--- config.mk ---
export PLATFORM = sky130hd
export DESIGN_NAME = dim1_modadd
export DESIGN_NICKNAME = d
export VERILOG_FILES = /design/src/rtl/dim1_pkg.sv /design/src/rtl/dim1_operand_prep.sv /design/src/rtl/dim1_prefix_tree.sv /design/src/rtl/dim1_recirc_sum.sv /design/src/rtl/dim1_modadd.sv
export SDC_FILE = /design/constraint.sdc
export NUM_CORES = 1
export LEC_CHECK = 0
export BUFFER_PORTS_ARGS = -buffer_cell sky130_fd_sc_hd__clkbuf_2
export CORE_AREA = 2 2 39 41
export DETAILED_ROUTE_END_ITERATION = 6
export DIE_AREA = 0 0 41 43
export PLACE_DENSITY_LB_ADDON = 0.08
export SYNTH_ARGS = -nofsm -noshare
export SYNTH_HDL_FRONTEND = slang
export SYNTH_SLANG_ARGS = --single-unit
--- constraint.sdc ---
create_clock -name vclk -period 3.7
set_clock_uncertainty 0.1 [all_clocks]
set_input_delay 0.37 -clock vclk [all_inputs]
set_output_delay 0.37 -clock vclk [all_outputs]
set_load 0.01 [all_outputs]
--- src/rtl/dim1_pkg.sv ---
// Package: shared mode encoding and sizing helpers for the
// diminished-one modulo adder. Assumes widths of at least 2.
package dim1_pkg;

    // Operation selector carried on sub_en.
    typedef enum logic {
        OP_ADD = 1'b0,
        OP_SUB = 1'b1
    } op_mode_e;

    // Number of Kogge-Stone combining levels for a given width.
    function automatic int prefix_levels(input int w);
        return (w <= 1) ? 1 : $clog2(w);
    endfunction

endpackage

--- src/rtl/dim1_operand_prep.sv ---
// Operand conditioning: selects B or its complement (diminished-one
// negation) and forms per-bit generate and propagate terms.
// Assumes op_a/op_b are valid diminished-one codes of non-zero values.
module dim1_operand_prep #(
    parameter int W = 8
) (
    input  logic [W-1:0] op_a,
    input  logic [W-1:0] op_b,
    input  logic         sub_en,
    output logic [W-1:0] bit_g,
    output logic [W-1:0] bit_p
);
    import dim1_pkg::*;

    logic [W-1:0] b_eff;

    // Negate the second operand by complement when subtracting.
    always_comb begin
        b_eff = (op_mode_e'(sub_en) == OP_SUB) ? ~op_b : op_b;
    end

    // Per-bit carry generate and propagate.
    always_comb begin
        bit_g = op_a & b_eff;
        bit_p = op_a ^ b_eff;
    end

endmodule

--- src/rtl/dim1_prefix_tree.sv ---
// Kogge-Stone prefix network: for every position i gives the group
// generate and group propagate of bits i..0. Assumes W >= 2.
module dim1_prefix_tree #(
    parameter int W = 8
) (
    input  logic [W-1:0] bit_g,
    input  logic [W-1:0] bit_p,
    output logic [W-1:0] grp_g,
    output logic [W-1:0] grp_p
);
    import dim1_pkg::*;

    localparam int LV = prefix_levels(W);

    logic [W-1:0] g_lv [0:LV];
    logic [W-1:0] p_lv [0:LV];

    assign g_lv[0] = bit_g;
    assign p_lv[0] = bit_p;

    genvar l, i;
    generate
        for (l = 0; l < LV; l++) begin : g_level
            localparam int DIST = 1 << l;
            for (i = 0; i < W; i++) begin : g_cell
                if (i >= DIST) begin : g_merge
                    // Black cell: merge with the group DIST positions below.
                    assign g_lv[l+1][i] = g_lv[l][i] | (p_lv[l][i] & g_lv[l][i-DIST]);
                    assign p_lv[l+1][i] = p_lv[l][i] & p_lv[l][i-DIST];
                end else begin : g_pass
                    // Group already reaches bit 0: pass through.
                    assign g_lv[l+1][i] = g_lv[l][i];
                    assign p_lv[l+1][i] = p_lv[l][i];
                end
            end
        end
    endgenerate

    assign grp_g = g_lv[LV];
    assign grp_p = p_lv[LV];

endmodule

--- src/rtl/dim1_recirc_sum.sv ---
// Sum stage: complements the top carry, injects it at bit 0 through the
// prefix terms, and forms the sum bits and the zero-result flag.
// Assumes grp_g/grp_p come from a full prefix over bits i..0.
module dim1_recirc_sum #(
    parameter int W = 8
) (
    input  logic [W-1:0] bit_p,
    input  logic [W-1:0] grp_g,
    input  logic [W-1:0] grp_p,
    output logic [W-1:0] sum_d,
    output logic         res_zero
);
    logic         cin_inv;
    logic [W-1:0] carry;

    // Inverted end-around carry from the top group generate.
    always_comb begin
        cin_inv = ~grp_g[W-1];
    end

    // Carry into each position, including the recirculated carry.
    always_comb begin
        carry[0] = cin_inv;
        for (int k = 1; k < W; k++) begin
            carry[k] = grp_g[k-1] | (grp_p[k-1] & cin_inv);
        end
    end

    // Sum bits; all-propagate means the unshifted sum is 2^W-1 (result zero).
    always_comb begin
        sum_d    = bit_p ^ carry;
        res_zero = grp_p[W-1];
    end

endmodule

--- src/rtl/dim1_modadd.sv ---
// Top: diminished-one modulo 2^W+1 adder/subtractor, combinational.
// Assumes both operand codes represent non-zero residues.
module dim1_modadd #(
    parameter int W = 8
) (
    input  logic [W-1:0] op_a,
    input  logic [W-1:0] op_b,
    input  logic         sub_en,
    output logic [W-1:0] sum_d,
    output logic         res_zero
);
    logic [W-1:0] bit_g, bit_p, grp_g, grp_p;

    dim1_operand_prep #(.W(W)) u_prep (
        .op_a   (op_a),
        .op_b   (op_b),
        .sub_en (sub_en),
        .bit_g  (bit_g),
        .bit_p  (bit_p)
    );

    dim1_prefix_tree #(.W(W)) u_tree (
        .bit_g (bit_g),
        .bit_p (bit_p),
        .grp_g (grp_g),
        .grp_p (grp_p)
    );

    dim1_recirc_sum #(.W(W)) u_sum (
        .bit_p    (bit_p),
        .grp_g    (grp_g),
        .grp_p    (grp_p),
        .sum_d    (sum_d),
        .res_zero (res_zero)
    );

endmodule

# After elaboration in Yosys (flattened, before gate mapping)
# Cells that the tools add are included.
totals:
  ram_bits: 0
  mem_count: 0
  output_inout_bits: 9
  input_bits: 17
  elab_cells: 71
  rom_bits: 0
  reg_bits: 0
  latchBits: 0
op_classes:
  bitwise_logic: 70
  order_cmp: 0
  eq_ne: 0
  shift: 0
  addsub: 0
  mux: 1
  div: 0
  mul: 0
  reduce_logical: 0
ops:
  columns: ["op", "count"]
  rows:
  - ["1-bit AND", 41]
  - ["1-bit bitwise OR", 24]
  - ["8-bit bitwise XOR", 2]
  - ["8-bit AND", 1]
  - ["8-bit 2-to-1 mux", 1]
  - ["8-bit inverter", 1]
  - ["1-bit inverter", 1]

# Longest topological paths before layout
depth:
  depth_word: 13
  depth_mapped: 9
  depth_no_buf: 8

# By module
# A second synthesis with hierarchy kept.
hier_totals:
  cells_unflattened: 63
  hier_area_um2: 483.0
modules_own_cells:
  columns: ["module", "instances", "cells_per_inst", "area_each_um2", "seq_area_each_um2"]
  rows:
  - ["dim1_operand_prep", 1, 17, 181.4, 0.0]
  - ["dim1_prefix_tree", 1, 29, 181.4, 0.0]
  - ["dim1_recirc_sum", 1, 17, 120.1, 0.0]

# Worst setup path after synthesis
# OpenSTA, ideal clock, no wires.
synth_path:
  path_kind: "input to output"
  from: "input port sub_en"
  to: "output port sum_d[7]"
  arrival_ps: 2359
  path_slack_ps: 871
  path_buffers: 2
  cell_stages: 9
  required_ps: 3230
  cell_sequence: "clkbuf_1 -> xor2_1 -> ha_1 -> buf_6 -> a21oi_4 -> o21ai_2 -> o311a_1 -> o31ai_2 -> xor2_1"
synth_via:
  elab_chain_len: 12
  word_cells_on_any_way: 43
  classes_between: "1 x mux; 42 x bitwise"
synth_rtl:
  columns: ["item", "line", "text"]
  rows:
  - ["from (decl)", "dim1_modadd.sv:8", "input logic sub_en,"]
  - ["8-bit 2-to-1 mux (*)", "dim1_operand_prep.sv:19", "b_eff = (op_mode_e'(sub_en) == OP_SUB) ? ~op_b : op_b;"]
  - ["8-bit bitwise XOR or 8-bit AND (tied branches)", "dim1_operand_prep.sv:25, dim1_operand_prep.sv:24", null]
  - ["1-bit AND", "dim1_prefix_tree.sv:28", "assign g_lv[l+1][i] = g_lv[l][i] | (p_lv[l][i] & g_lv[l][i-DIST]);"]
  - ["1-bit bitwise OR", "dim1_prefix_tree.sv:28", null]
  - ["1-bit AND", "dim1_prefix_tree.sv:28", null]
  - ["1-bit bitwise OR", "dim1_prefix_tree.sv:28", null]
  - ["1-bit AND", "dim1_prefix_tree.sv:28", null]
  - ["1-bit bitwise OR", "dim1_prefix_tree.sv:28", null]
  - ["1-bit inverter", "dim1_recirc_sum.sv:18", "cin_inv = ~grp_g[W-1];"]
  - ["1-bit AND", "dim1_recirc_sum.sv:25", "carry[k] = grp_g[k-1] | (grp_p[k-1] & cin_inv);"]
  - ["1-bit bitwise OR", "dim1_recirc_sum.sv:25", null]
  - ["8-bit bitwise XOR (*)", "dim1_recirc_sum.sv:31", "sum_d = bit_p ^ carry;"]
  - ["to (decl)", "dim1_modadd.sv:9", "output logic [W-1:0] sum_d,"]
# Mark *: on every way between the ends. The rest lies on a longest branch, timed or not.

# Final worst setup path
# Same ends and word-level chain as after synthesis.

==> flow_summary.yaml <==
status:
  status: "finished clean"
drt:
  post_drt_wl_per_cell_um: 10.1
  route.met3.wl_um: 61
  ant_nets: 0
  wl_met1_um: 497
  highest_layer: "met3"
  drt_iter0_drc: 12
  dr_wl_met2_um: 446
  wl_mm: 1.01
  first_pass_iters: 4
  dr_total_vias: 506
  drcViolationCount: 0
  via_per_inst: 5.06
logic_synthesis:
  syn-num-nets: 87
  yosys_warnings: 0
  synth-seq-area-share_pct: 0
  syn_area_per_cell_um2: 7.84
  synth_cells: 61
  netlist_top_cells_area: "xor2_1, ha_1, a21oi_1"
  synth_area_um2: 478
  synth_top_area_share_pct: 23.8
  yosys.area.top_type: "xor2_1"
  synthDistinctLibCells: 25
sta:
  fin_tns_setup_ns: 0
  fin_crit_sh_pct: 77.2
  rsz0062_at_grt: "no"
  holdWs_ns: 1.03
  setup_viol: 0
  period_needed_ns: 2.85
  slew_violations: 0
  fmax_mhz: 350
  worst_pin_slew_ns: 0.372
  slew_headroom_pct: 75.1
  final-hold-violation-count: 0
die:
  rows: 14
  core-area_um2: 1380
  initial_core_util_pct: 34.5
  io_pins: 26
  die_area_um2: 1760
  die-height_um: 43
  fp.dieW_um: 41
final_layout:
  fillers: 145
  syn2layout_area_growth_pct: 27.5
  fin_nets: 112
  stdcell_count: 100
  seq_cells: 0
  final_area_um2: 609
  layout_commonest_cell: "clkbuf_2"
  nClkBuffers: 0
  n_antenna_cell: 0
  register_area_um2: 0
  final_cell_mix: "clkbuf_2, xor2_1, ha_1, a21oi_1, nor2_1"
  layout-drive-gt1-share_pct: 34.5
placed_design:
  dp_hpwl_um: 889
  gp_congestion: 0.707
  dp_cells: 100
  placed_area_um2: 609
  io_buffers: 26
critical_path:
  cp-start-kind: "primary input"
  worst-path-max-fanout: 8
  crit_required_ns: 3.23
  arrival_ns: 2.38
  crit_path_end_kind: "output port"
  setup.worst_path.class: "in -> out"
global_route:
  antenna_found_initial: 0
  grt_pass1_wl_mm: 1.70
  overflow: 0
  track_usage_pct: 12.6
  grt_start_max_net_pins: 10
  grt_pass1_vias: 402
run:
  max_cap_violations: 0
cts:
  hold_buffers: 0
  post-cts-setup-buffers: 0
  cts_resized: 0
power_and_ir_drop:
  p_leak_nw: 0.296
  power_density_nw_per_um2: 269
  ir_drop_v: 0.0000903
min_path:
  hold_class: "in -> out"
## cell usage after synthesis
cell / n
fa_1: 1
o21ai_0: 1
o31ai_2: 1
xnor2_1: 1
inv_1: 1
nor2b_1: 1
o311a_1: 1
nand2b_1: 1
nand4b_1: 1
xor2_1: 13
nand2_1: 3
nand3b_1: 2
o311ai_1: 1
o31ai_1: 1
o21ai_2: 1
nor3_1: 2
o211ai_1: 1
nor2_1: 6
nand4_1: 3
a21oi_1: 6
a21oi_4: 1
clkbuf_1: 2
buf_6: 1
ha_1: 8
a211oi_1: 1
## worst max-delay path, stage by stage
cell	delay, ns
clkbuf_2	0.18
xor2_1	0.20
ha_1	0.41
a21oi_4	0.19
o21ai_2	0.08
o311a_1	0.39
o31ai_2	0.26
xor2_1	0.16
clkbuf_2	0.14
## routing by layer
layer | global-route usage (%) | vias up
met4 | 0 | 0
met2 | 18.8 | 17
li1 | - | 271
met1 | 21.1 | 218
met5 | 0 | -
met3 | 0 | 0
## per-stage QoR
step,total power [mW],worst slack [ns],utilization (%)
2_1_floorplan,0.117,0.871,-
3_3_place_gp,0.165,0.856,44.0
3_5_place_dp,0.165,0.822,44.0
4_1_cts,0.165,0.826,44.0
5_1_grt,0.186,0.673,44.0
6_report,0.164,0.845,44.0
## power breakdown
group / total, mW / switching, mW / leakage, nW / internal [mW]
logic: 0.164 / 0.0919 / 0.296 / 0.0720
clock network: 0 / 0 / 0 / 0
registers: 0 / 0 / 0 / 0
## final cells by class
cell class	count	area (µm²)	share of cell area, %
inverter	1	3.75	0.616
multi-input combinational	57	455	74.7
tap	16	20.0	3.29
timing repair buffer	26	130	21.4
## logic make-up (layout without fill, tap and decap cells)
| logic type | Yosys count | in the layout | synth area share (%) |
|---|---|---|---|
| buf+inv | 4 | 27 | 4.71 |
| compound gates | 15 | 15 | 23.8 |
| simple gates | 19 | 19 | 20.7 |
| xor+xnor | 14 | 14 | 25.7 |
| fa+ha+maj | 9 | 9 | 25.1 |
## final timing paths
kind,start,endpoint,slack [ns],depth (start not counted)
worst max-delay path,sub_en,sum_d[7],0.85,9
worst min-delay path,op_a[0],sum_d[0],1.03,3
Power figures use the tool's default switching activity.
